## src/rtl/radio_ctl_pkg.sv

```systemverilog
package radio_ctl_pkg;
  localparam int CMD_W      = 7;
  localparam int DATA_W     = 8;
  localparam int FRAME_BITS = CMD_W + DATA_W;

  typedef enum logic [2:0] {
    ADR_X  = 3'b000,
    ADR_S  = 3'b001,
    ADR_K  = 3'b010,
    ADR_G  = 3'b011,
    ADR_RD = 3'b111
  } adr_e;

  // Field order equals arrival order: address first, load last.
  typedef struct packed {
    logic [2:0] adr;
    logic       rx;
    logic       tx;
    logic       sd;
    logic       ld;
  } cmd_t;
endpackage

```

## src/rtl/rc_sync.sv

```systemverilog
module rc_sync #(
  parameter int           W       = 3,
  parameter int           STAGES  = 2,
  parameter logic [W-1:0] RST_VAL = '0
) (
  input  logic         clk,
  input  logic         rst,
  input  logic [W-1:0] d,
  output logic [W-1:0] q
);
  generate
    if (STAGES == 1) begin : g_one
      logic [W-1:0] r;
      always_ff @(posedge clk) begin
        if (rst) r <= RST_VAL;
        else     r <= d;
      end
      assign q = r;
    end else begin : g_many
      logic [STAGES*W-1:0] sr;
      always_ff @(posedge clk) begin
        if (rst) sr <= {STAGES{RST_VAL}};
        else     sr <= {sr[(STAGES-1)*W-1:0], d};
      end
      assign q = sr[STAGES*W-1 -: W];
    end
  endgenerate
endmodule

```

## src/rtl/rc_frame.sv

```systemverilog
module rc_frame
  import radio_ctl_pkg::*;
#(
  parameter int ADC_W = DATA_W
) (
  input  logic             clk,
  input  logic             rst,
  input  logic             cs_n_s,
  input  logic             sclk_s,
  input  logic             din_s,
  input  logic [ADC_W-1:0] adc_in,
  output logic             frame_done,
  output cmd_t             cmd,
  output logic [DATA_W-1:0] data,
  output logic             dout,
  output logic             dout_oe
);
  localparam int CNT_W = $clog2(FRAME_BITS + 1);
  localparam logic [CNT_W-1:0] LAST    = CNT_W'(FRAME_BITS - 1);
  localparam logic [CNT_W-1:0] CMD_END = CNT_W'(CMD_W - 1);
  localparam logic [CNT_W-1:0] CMD_N   = CNT_W'(CMD_W);

  logic              sclk_p, fall, rise;
  logic              busy, spent, rd_act, done_q, dout_q, oe_q;
  logic [CNT_W-1:0]  cnt;
  logic [CMD_W-1:0]  cmd_q, cmd_nx;
  logic [DATA_W-1:0] data_q;
  logic [ADC_W-1:0]  sh_q;

  assign fall   = sclk_p & ~sclk_s;
  assign rise   = ~sclk_p & sclk_s;
  assign cmd_nx = {cmd_q[CMD_W-2:0], din_s};

  always_ff @(posedge clk) begin
    if (rst) begin
      sclk_p <= 1'b0;
      busy   <= 1'b0;
      spent  <= 1'b0;
      rd_act <= 1'b0;
      done_q <= 1'b0;
      dout_q <= 1'b0;
      oe_q   <= 1'b0;
      cnt    <= '0;
      cmd_q  <= '0;
      data_q <= '0;
      sh_q   <= '0;
    end else begin
      sclk_p <= sclk_s;
      done_q <= 1'b0;
      oe_q   <= ~cs_n_s;
      if (cs_n_s) begin
        busy   <= 1'b0;
        spent  <= 1'b0;
        rd_act <= 1'b0;
      end else if (fall) begin
        if (!busy && !spent) begin
          if (din_s) begin
            busy   <= 1'b1;
            cnt    <= '0;
            cmd_q  <= '0;
            data_q <= '0;
          end
        end else if (busy) begin
          if (cnt < CMD_N) begin
            cmd_q <= cmd_nx;
            if (cnt == CMD_END) begin
              sh_q   <= adc_in;
              rd_act <= (cmd_nx[CMD_W-1 -: 3] == ADR_RD);
            end
          end else begin
            data_q <= {data_q[DATA_W-2:0], din_s};
          end
          if (cnt == LAST) begin
            busy   <= 1'b0;
            spent  <= 1'b1;
            done_q <= 1'b1;
            rd_act <= 1'b0;
          end
          cnt <= cnt + 1'b1;
        end
      end
      if (rise && rd_act && !cs_n_s) begin
        dout_q <= sh_q[ADC_W-1];
        sh_q   <= {sh_q[ADC_W-2:0], 1'b0};
      end
    end
  end

  assign frame_done = done_q;
  assign cmd        = cmd_t'(cmd_q);
  assign data       = data_q;
  assign dout       = dout_q;
  assign dout_oe    = oe_q;

  a_r10_abort_clears: assert property (@(posedge clk) disable iff (rst)
    cs_n_s |=> (!busy && !done_q));
  a_r6_dout_on_rise: assert property (@(posedge clk) disable iff (rst)
    !rise |=> $stable(dout_q));
  a_r1_start_is_one: assert property (@(posedge clk) disable iff (rst)
    $rose(busy) |-> $past(din_s && fall));
  a_r2_count_bound: assert property (@(posedge clk) disable iff (rst)
    busy |-> (cnt <= LAST));
endmodule

```

## src/rtl/rc_regs.sv

```systemverilog
module rc_regs
  import radio_ctl_pkg::*;
#(
  parameter int XW = 6,
  parameter int SW = 7,
  parameter int KW = 7,
  parameter int GW = 6
) (
  input  logic              clk,
  input  logic              rst,
  input  logic              done,
  input  cmd_t              cmd,
  input  logic [DATA_W-1:0] data,
  output logic [XW-1:0]     x_out,
  output logic [SW-1:0]     s_out,
  output logic [KW-1:0]     k_out,
  output logic [GW-1:0]     g_out,
  output logic              fwd_out,
  output logic              ch_out,
  output logic [1:0]        pc_out,
  output logic              rx_out,
  output logic              tx_out,
  output logic              sdg_out
);
  logic [XW-1:0] bx, bx_n;
  logic [SW-1:0] bs, bs_n;
  logic [KW-1:0] bk, bk_n;
  logic [GW-1:0] bg, bg_n;
  logic          bf, bf_n, bc, bc_n;
  logic [1:0]    bp, bp_n;

  always_comb begin
    bx_n = bx; bs_n = bs; bk_n = bk; bg_n = bg;
    bf_n = bf; bc_n = bc; bp_n = bp;
    if (done) begin
      case (adr_e'(cmd.adr))
        ADR_X: bx_n = data[XW-1:0];
        ADR_S: begin bs_n = data[SW-1:0]; bf_n = data[DATA_W-1]; end
        ADR_K: begin bk_n = data[KW-1:0]; bc_n = data[DATA_W-1]; end
        ADR_G: begin bg_n = data[GW-1:0]; bp_n = data[DATA_W-1 -: 2]; end
        default: ;
      endcase
    end
  end

  always_ff @(posedge clk) begin
    if (rst) begin
      bx <= '0; bs <= '0; bk <= '0; bg <= '0;
      bf <= 1'b0; bc <= 1'b0; bp <= '0;
      x_out <= '0; s_out <= '0; k_out <= '0; g_out <= '0;
      fwd_out <= 1'b0; ch_out <= 1'b0; pc_out <= '0;
      rx_out <= 1'b0; tx_out <= 1'b0; sdg_out <= 1'b0;
    end else begin
      bx <= bx_n; bs <= bs_n; bk <= bk_n; bg <= bg_n;
      bf <= bf_n; bc <= bc_n; bp <= bp_n;
      if (done && cmd.ld) begin
        x_out   <= bx_n;
        s_out   <= bs_n;
        k_out   <= bk_n;
        g_out   <= cmd.sd ? bg_n : '0;
        fwd_out <= bf_n;
        ch_out  <= bc_n;
        pc_out  <= bp_n;
        rx_out  <= cmd.rx;
        tx_out  <= cmd.tx;
        sdg_out <= cmd.sd;
      end
    end
  end

  a_r4_hold_without_load: assert property (@(posedge clk) disable iff (rst)
    !(done && cmd.ld) |=> $stable({x_out, s_out, k_out, g_out, fwd_out,
                                   ch_out, pc_out, rx_out, tx_out, sdg_out}));
  a_r8_bias_masked: assert property (@(posedge clk) disable iff (rst)
    !sdg_out |-> (g_out == '0));
  a_r5_mode_loaded: assert property (@(posedge clk) disable iff (rst)
    (done && cmd.ld) |=> (rx_out == $past(cmd.rx) && tx_out == $past(cmd.tx)));
endmodule

```

## src/rtl/radio_ctl_spi.sv

```systemverilog
module radio_ctl_spi
  import radio_ctl_pkg::*;
#(
  parameter int SYNC_STAGES = 2,
  parameter int ADC_W       = 8,
  parameter int XW          = 6,
  parameter int SW          = 7,
  parameter int KW          = 7,
  parameter int GW          = 6
) (
  input  logic             clk,
  input  logic             rst,
  input  logic             spi_cs_n,
  input  logic             spi_sclk,
  input  logic             spi_mosi,
  output logic             spi_miso,
  output logic             spi_miso_oe,
  input  logic [ADC_W-1:0] adc_result,
  output logic [XW-1:0]    xtal_code,
  output logic [SW-1:0]    up_code,
  output logic [KW-1:0]    mod_code,
  output logic [GW-1:0]    bias_code,
  output logic             fwd_sense,
  output logic             direct_ch,
  output logic [1:0]       pwr_class,
  output logic             rx_en,
  output logic             tx_en,
  output logic             shdn_out
);
  logic [2:0]        pins_s;
  logic              done;
  cmd_t              cmd;
  logic [DATA_W-1:0] data;

  rc_sync #(.W(3), .STAGES(SYNC_STAGES), .RST_VAL(3'b100)) u_sync (
    .clk(clk), .rst(rst),
    .d({spi_cs_n, spi_sclk, spi_mosi}),
    .q(pins_s)
  );

  rc_frame #(.ADC_W(ADC_W)) u_frame (
    .clk(clk), .rst(rst),
    .cs_n_s(pins_s[2]), .sclk_s(pins_s[1]), .din_s(pins_s[0]),
    .adc_in(adc_result),
    .frame_done(done), .cmd(cmd), .data(data),
    .dout(spi_miso), .dout_oe(spi_miso_oe)
  );

  rc_regs #(.XW(XW), .SW(SW), .KW(KW), .GW(GW)) u_regs (
    .clk(clk), .rst(rst),
    .done(done), .cmd(cmd), .data(data),
    .x_out(xtal_code), .s_out(up_code), .k_out(mod_code), .g_out(bias_code),
    .fwd_out(fwd_sense), .ch_out(direct_ch), .pc_out(pwr_class),
    .rx_out(rx_en), .tx_out(tx_en), .sdg_out(shdn_out)
  );
endmodule

```

## config.mk

```make
export PLATFORM = sky130hd
export DESIGN_NAME = radio_ctl_spi
export DESIGN_NICKNAME = d
export VERILOG_FILES = /design/src/rtl/radio_ctl_pkg.sv /design/src/rtl/rc_sync.sv /design/src/rtl/rc_frame.sv /design/src/rtl/rc_regs.sv /design/src/rtl/radio_ctl_spi.sv
export SDC_FILE = /design/constraint.sdc
export NUM_CORES = 1
export LEC_CHECK = 0
export BUFFER_PORTS_ARGS = -buffer_cell sky130_fd_sc_hd__buf_2
export CAP_MARGIN = 10
export CORE_AREA = 2 2 83 85
export CTS_BUF_LIST = sky130_fd_sc_hd__clkbuf_8
export CTS_CLUSTER_SIZE = 40
export DETAILED_ROUTE_END_ITERATION = 8
export DIE_AREA = 0 0 85 87
export PLACE_DENSITY = 0.8
export SETUP_SLACK_MARGIN = 0.1
export SYNTH_ARGS = -nofsm -noshare
export SYNTH_HDL_FRONTEND = slang
export SYNTH_SLANG_ARGS = --single-unit
```

## constraint.sdc

```tcl
create_clock -name clk -period 2.3 [get_ports clk]
set_input_delay 0.23 -clock clk [delete_from_list [all_inputs] [get_ports clk]]
set_output_delay 0.23 -clock clk [all_outputs]
set_load 0.02 [all_outputs]
```

==> results.py <==
metrics = {
    "logic_synthesis": {
        "asyncSetResetFlopFracSynth_pct": 0,
        "synth_edf_count": 0,
        "synth.avg_cell_area_um2": 9.577,
        "synth-seq-cells": 103,
        "yosys_warnings": 0,
        "synthesis.instances": 396,
        "post_synth_main_area_contributors": "dfxtp_1 54%, mux2i_1 6.6%, nor2_1 5.7%",
        "cell_variety_after_synth": 42,
        "synth_nets": 411,
        "synth_area_mm2": 0.003792,
        "synth_largest_area_cell": "dfxtp_1",
        "synth.top_cell.area_share_pct": 54.37,
        "postSynth.topFlopCell": "dfxtp_1",
        "synth.yosys.seq_area_share_pct": 54.37,
    },
    "detailed_routing": {
        "total_routed_length_um": 7545,
        "detail_route.iter0.violations": 232,
        "vias": 2893,
        "post_drt_via_cell_ratio": 5.596,
        "remaining_drc_errors": 0,
        "antenna_violating_nets_post_route": 0,
        "wl_per_cell_um": 14.59,
        "drt_pre_antenna_iters": 4,
    },
    "sta": {
        "relSlewSlack_pct": 49.92,
        "final.hold.worst_slack_ns": 0.05146,
        "setup-tns-final_ns": 0,
        "fmaxAchievable_ghz": 0.4987,
        "report.final.setup_viol": 0,
        "timing_max_transition_violations_final": 0,
        "layout_skew_ns": 0.01322,
        "tightestPinTransition_ns": 0.7462,
        "post-route-min-period_ns": 2.005,
        "timing.final.hold_violations": 0,
        "rsz0062_at_grt": "no",
        "post_route_clock_period_utilization_pct": 87.18,
    },
    "place": {
        "detailedPlacementHpwl_um": 5160,
        "port_buffers": 47,
        "finalWeightedCongestion": 0.8692,
    },
    "global_routing": {
        "antenna_found_initial": 0,
        "grt_use_total_pct": 21.52,
        "global_route.overflow_total": 0,
        "grt_pass1_vias": 2696,
        "grt_pass1_wl_um": 12710,
        "pin_count_of_the_biggest_net_entering_global_routing": 46,
    },
    "clocking": {
        "clock_insertion_delay_worst_skew_ns": 0.37,
        "clk_transition_reported_paths_ns": 0.09,
        "tritoncts": "built",
        "cts-resized-gates": 0,
        "clock_tree.htree_level_count": 3,
        "clock-root-buffer": "clkbuf_8",
        "hold_buffers": 0,
        "clock_path_buffers": 2,
        "tritoncts_num_sinks": 103,
        "cts_buffers": 9,
        "post_cts.repair.setup_buffers": 0,
    },
    "pwr": {
        "power.internal_w": 0.002213,
        "pwr-share-comb_pct": 1.9,
        "net-switching-power_w": 0.0006590,
        "power-per-cell-area_mw_per_mm2": 670.2,
        "total_leakage_power_nw": 1.549,
        "share_clk_of_total_power_pct": 35.7,
        "power.switching_fraction_pct": 22.94,
        "share_of_power_burned_in_registers_pct": 62.4,
        "ir_worst_vdd_mv": 0.5196,
    },
    "finish": {
        "proportion_of_layout_cells_with_a_drive_suffix_above_1_pct": 17.62,
        "num-fill-cells": 539,
        "area_growth_syn_to_layout_pct": 13.00,
        "num_antenna_cells": 0,
        "nets": 448,
    },
    "critical_path": {
        "setup.worst_path.start": "u_frame.busy",
        "worst_setup_end_kind": "flop",
        "criticalPathCategory": "reg2reg",
        "timing.critical_path.from_type": "flop",
        "r2r_start": "u_frame.busy",
        "arrival_time_of_data_at_the_critical_path_endpoint_ns": 2.28,
        "critPathMaxFanout": 14,
        "worstPathRequired_ns": 2.57,
    },
    "floorplan": {
        "die_width_um": 85,
        "core_area_mm2": 0.006569,
        "fp.dieArea_mm2": 0.007395,
        "start_util_pct": 57.73,
        "std_cell_rows": 30,
        "die_y_um": 87,
        "floorplan.io_pins": 48,
    },
    "job": {
        "cap_viol_max_count": 0,
    },
    "status": {
        "run_status": "finished clean",
    },
    "hold_path": {
        "worst_hold_startpoint": "spi_cs_n",
        "min-delay-path-class": "in2reg",
    },
}
[worst max-delay path, stage by stage, from the launching register on]
cell,delay [ns]
dfxtp_1,0.60
and4bb_1,0.40
and4_1,0.47
nor3_1,0.12
a2111oi_2,0.32
[layout make-up]
| class | count | area [um2] | share of cell area, % |
|---|---|---|---|
| Clock buffer | 9 | 123.9 | 2.891 |
| Timing Repair Buffer | 56 | 327.8 | 7.650 |
| Sequential cell | 103 | 2062 | 48.12 |
| Tap cell | 80 | 100.1 | 2.336 |
| Multi-Input combinational cell | 257 | 1598 | 37.28 |
| Clock inverter | 6 | 51.30 | 1.197 |
| Inverter | 6 | 22.52 | 0.5255 |
[metal layers]
layer	global-route usage (%)	up-vias	routed length, um
li1	-	1464	-
met1	29.00	1354	3573
met2	33.45	63	3522
met3	5.213	12	326
met4	8.658	0	122
met5	0	-	0
[cells in the mapped netlist (all sizes together) (2+ instances only)]
library cell,instances
nand2,28
nand3,2
o32ai,2
a31o,6
nor2,58
a21oi,26
or2,2
o21ai,11
nand2b,7
nand4,8
a32oi,2
and3,2
ha,2
a22oi,6
buf,8
dfxtp,103
and4,2
a211oi,24
inv,6
nor3b,7
a21boi,2
and2,2
o22ai,5
clkbuf,22
nor3,7
nor2b,8
nor4bb,3
mux2i,25
[path summary, 6_finish.rpt]
path,slack (ns),cells after the start,to
hold / removal,0.05,2,u_sync.g_many.sr[2]
hold reg to reg,0.42,1,u_sync.g_many.sr[5]
setup reg to reg,0.29,4,u_frame.sh_q[7]
setup / recovery,0.29,4,u_frame.sh_q[7]
[flip-flops by register name (all words and copies together) (netlist names), 7 cells and up]
register	cells
u_frame.data	8
u_regs.k_out	7
u_regs.bk	7
u_frame.sh_q	8
u_regs.s_out	7
u_regs.bs	7
u_frame.cmd	7
[stage by stage]
stage | worst slack [ns] | total power, W | instance area, um2 | std cells | util, %
floorplan | 0.8046 | 0.001864 | 3792 | 396 | -
global placement | 0.4444 | 0.001886 | 4110 | 502 | 62.57
detailed placement | 0.3380 | 0.001887 | 4110 | 502 | 62.57
CTS | 0.3061 | 0.002891 | 4285 | 517 | 65.24
global route | 0.1577 | 0.002969 | 4285 | 517 | 65.24
finish | 0.2949 | 0.002872 | 4285 | 517 | 65.24
[layout by cell type (no fill, tap or decap), drive strengths merged, types with 3 or more instances in the layout]
master  instances
a211oi         24
a21oi          26
a22oi           6
a31o            6
buf            56
clkbuf          9
dfxtp         103
inv            10
mux2i          25
nand2          28
nand2b          7
nand4           8
nor2           58
nor2b           8
nor3            7
nor3b           7
nor4bb          3
o21ai          11
o22ai           5
[power by group through the flow]
stage / logic [W] / registers (W) / clock network (W)
global placement: 0.0000532 / 0.00183 / 0
detailed placement: 0.0000540 / 0.00183 / 0
CTS: 0.0000544 / 0.00179 / 0.00105
finish: 0.0000546 / 0.00179 / 0.00103
floorplan: 0.0000314 / 0.00183 / 0
global route: 0.0000597 / 0.00179 / 0.00112
[cells by family (layout without fill, tap and decap cells)]
kind of cell	after synthesis	after routing	share of synthesized area [%]
AO/OA/AOI/OAI	89	89	15.61
multiplexers	25	25	6.598
buffers and inverters	36	77	3.860
flip-flops	103	103	54.37
adder cells (fa/ha/maj)	2	2	0.6597
AND/OR/NAND/NOR	141	141	18.90
Note: power is estimated with default switching activity, not from simulation.
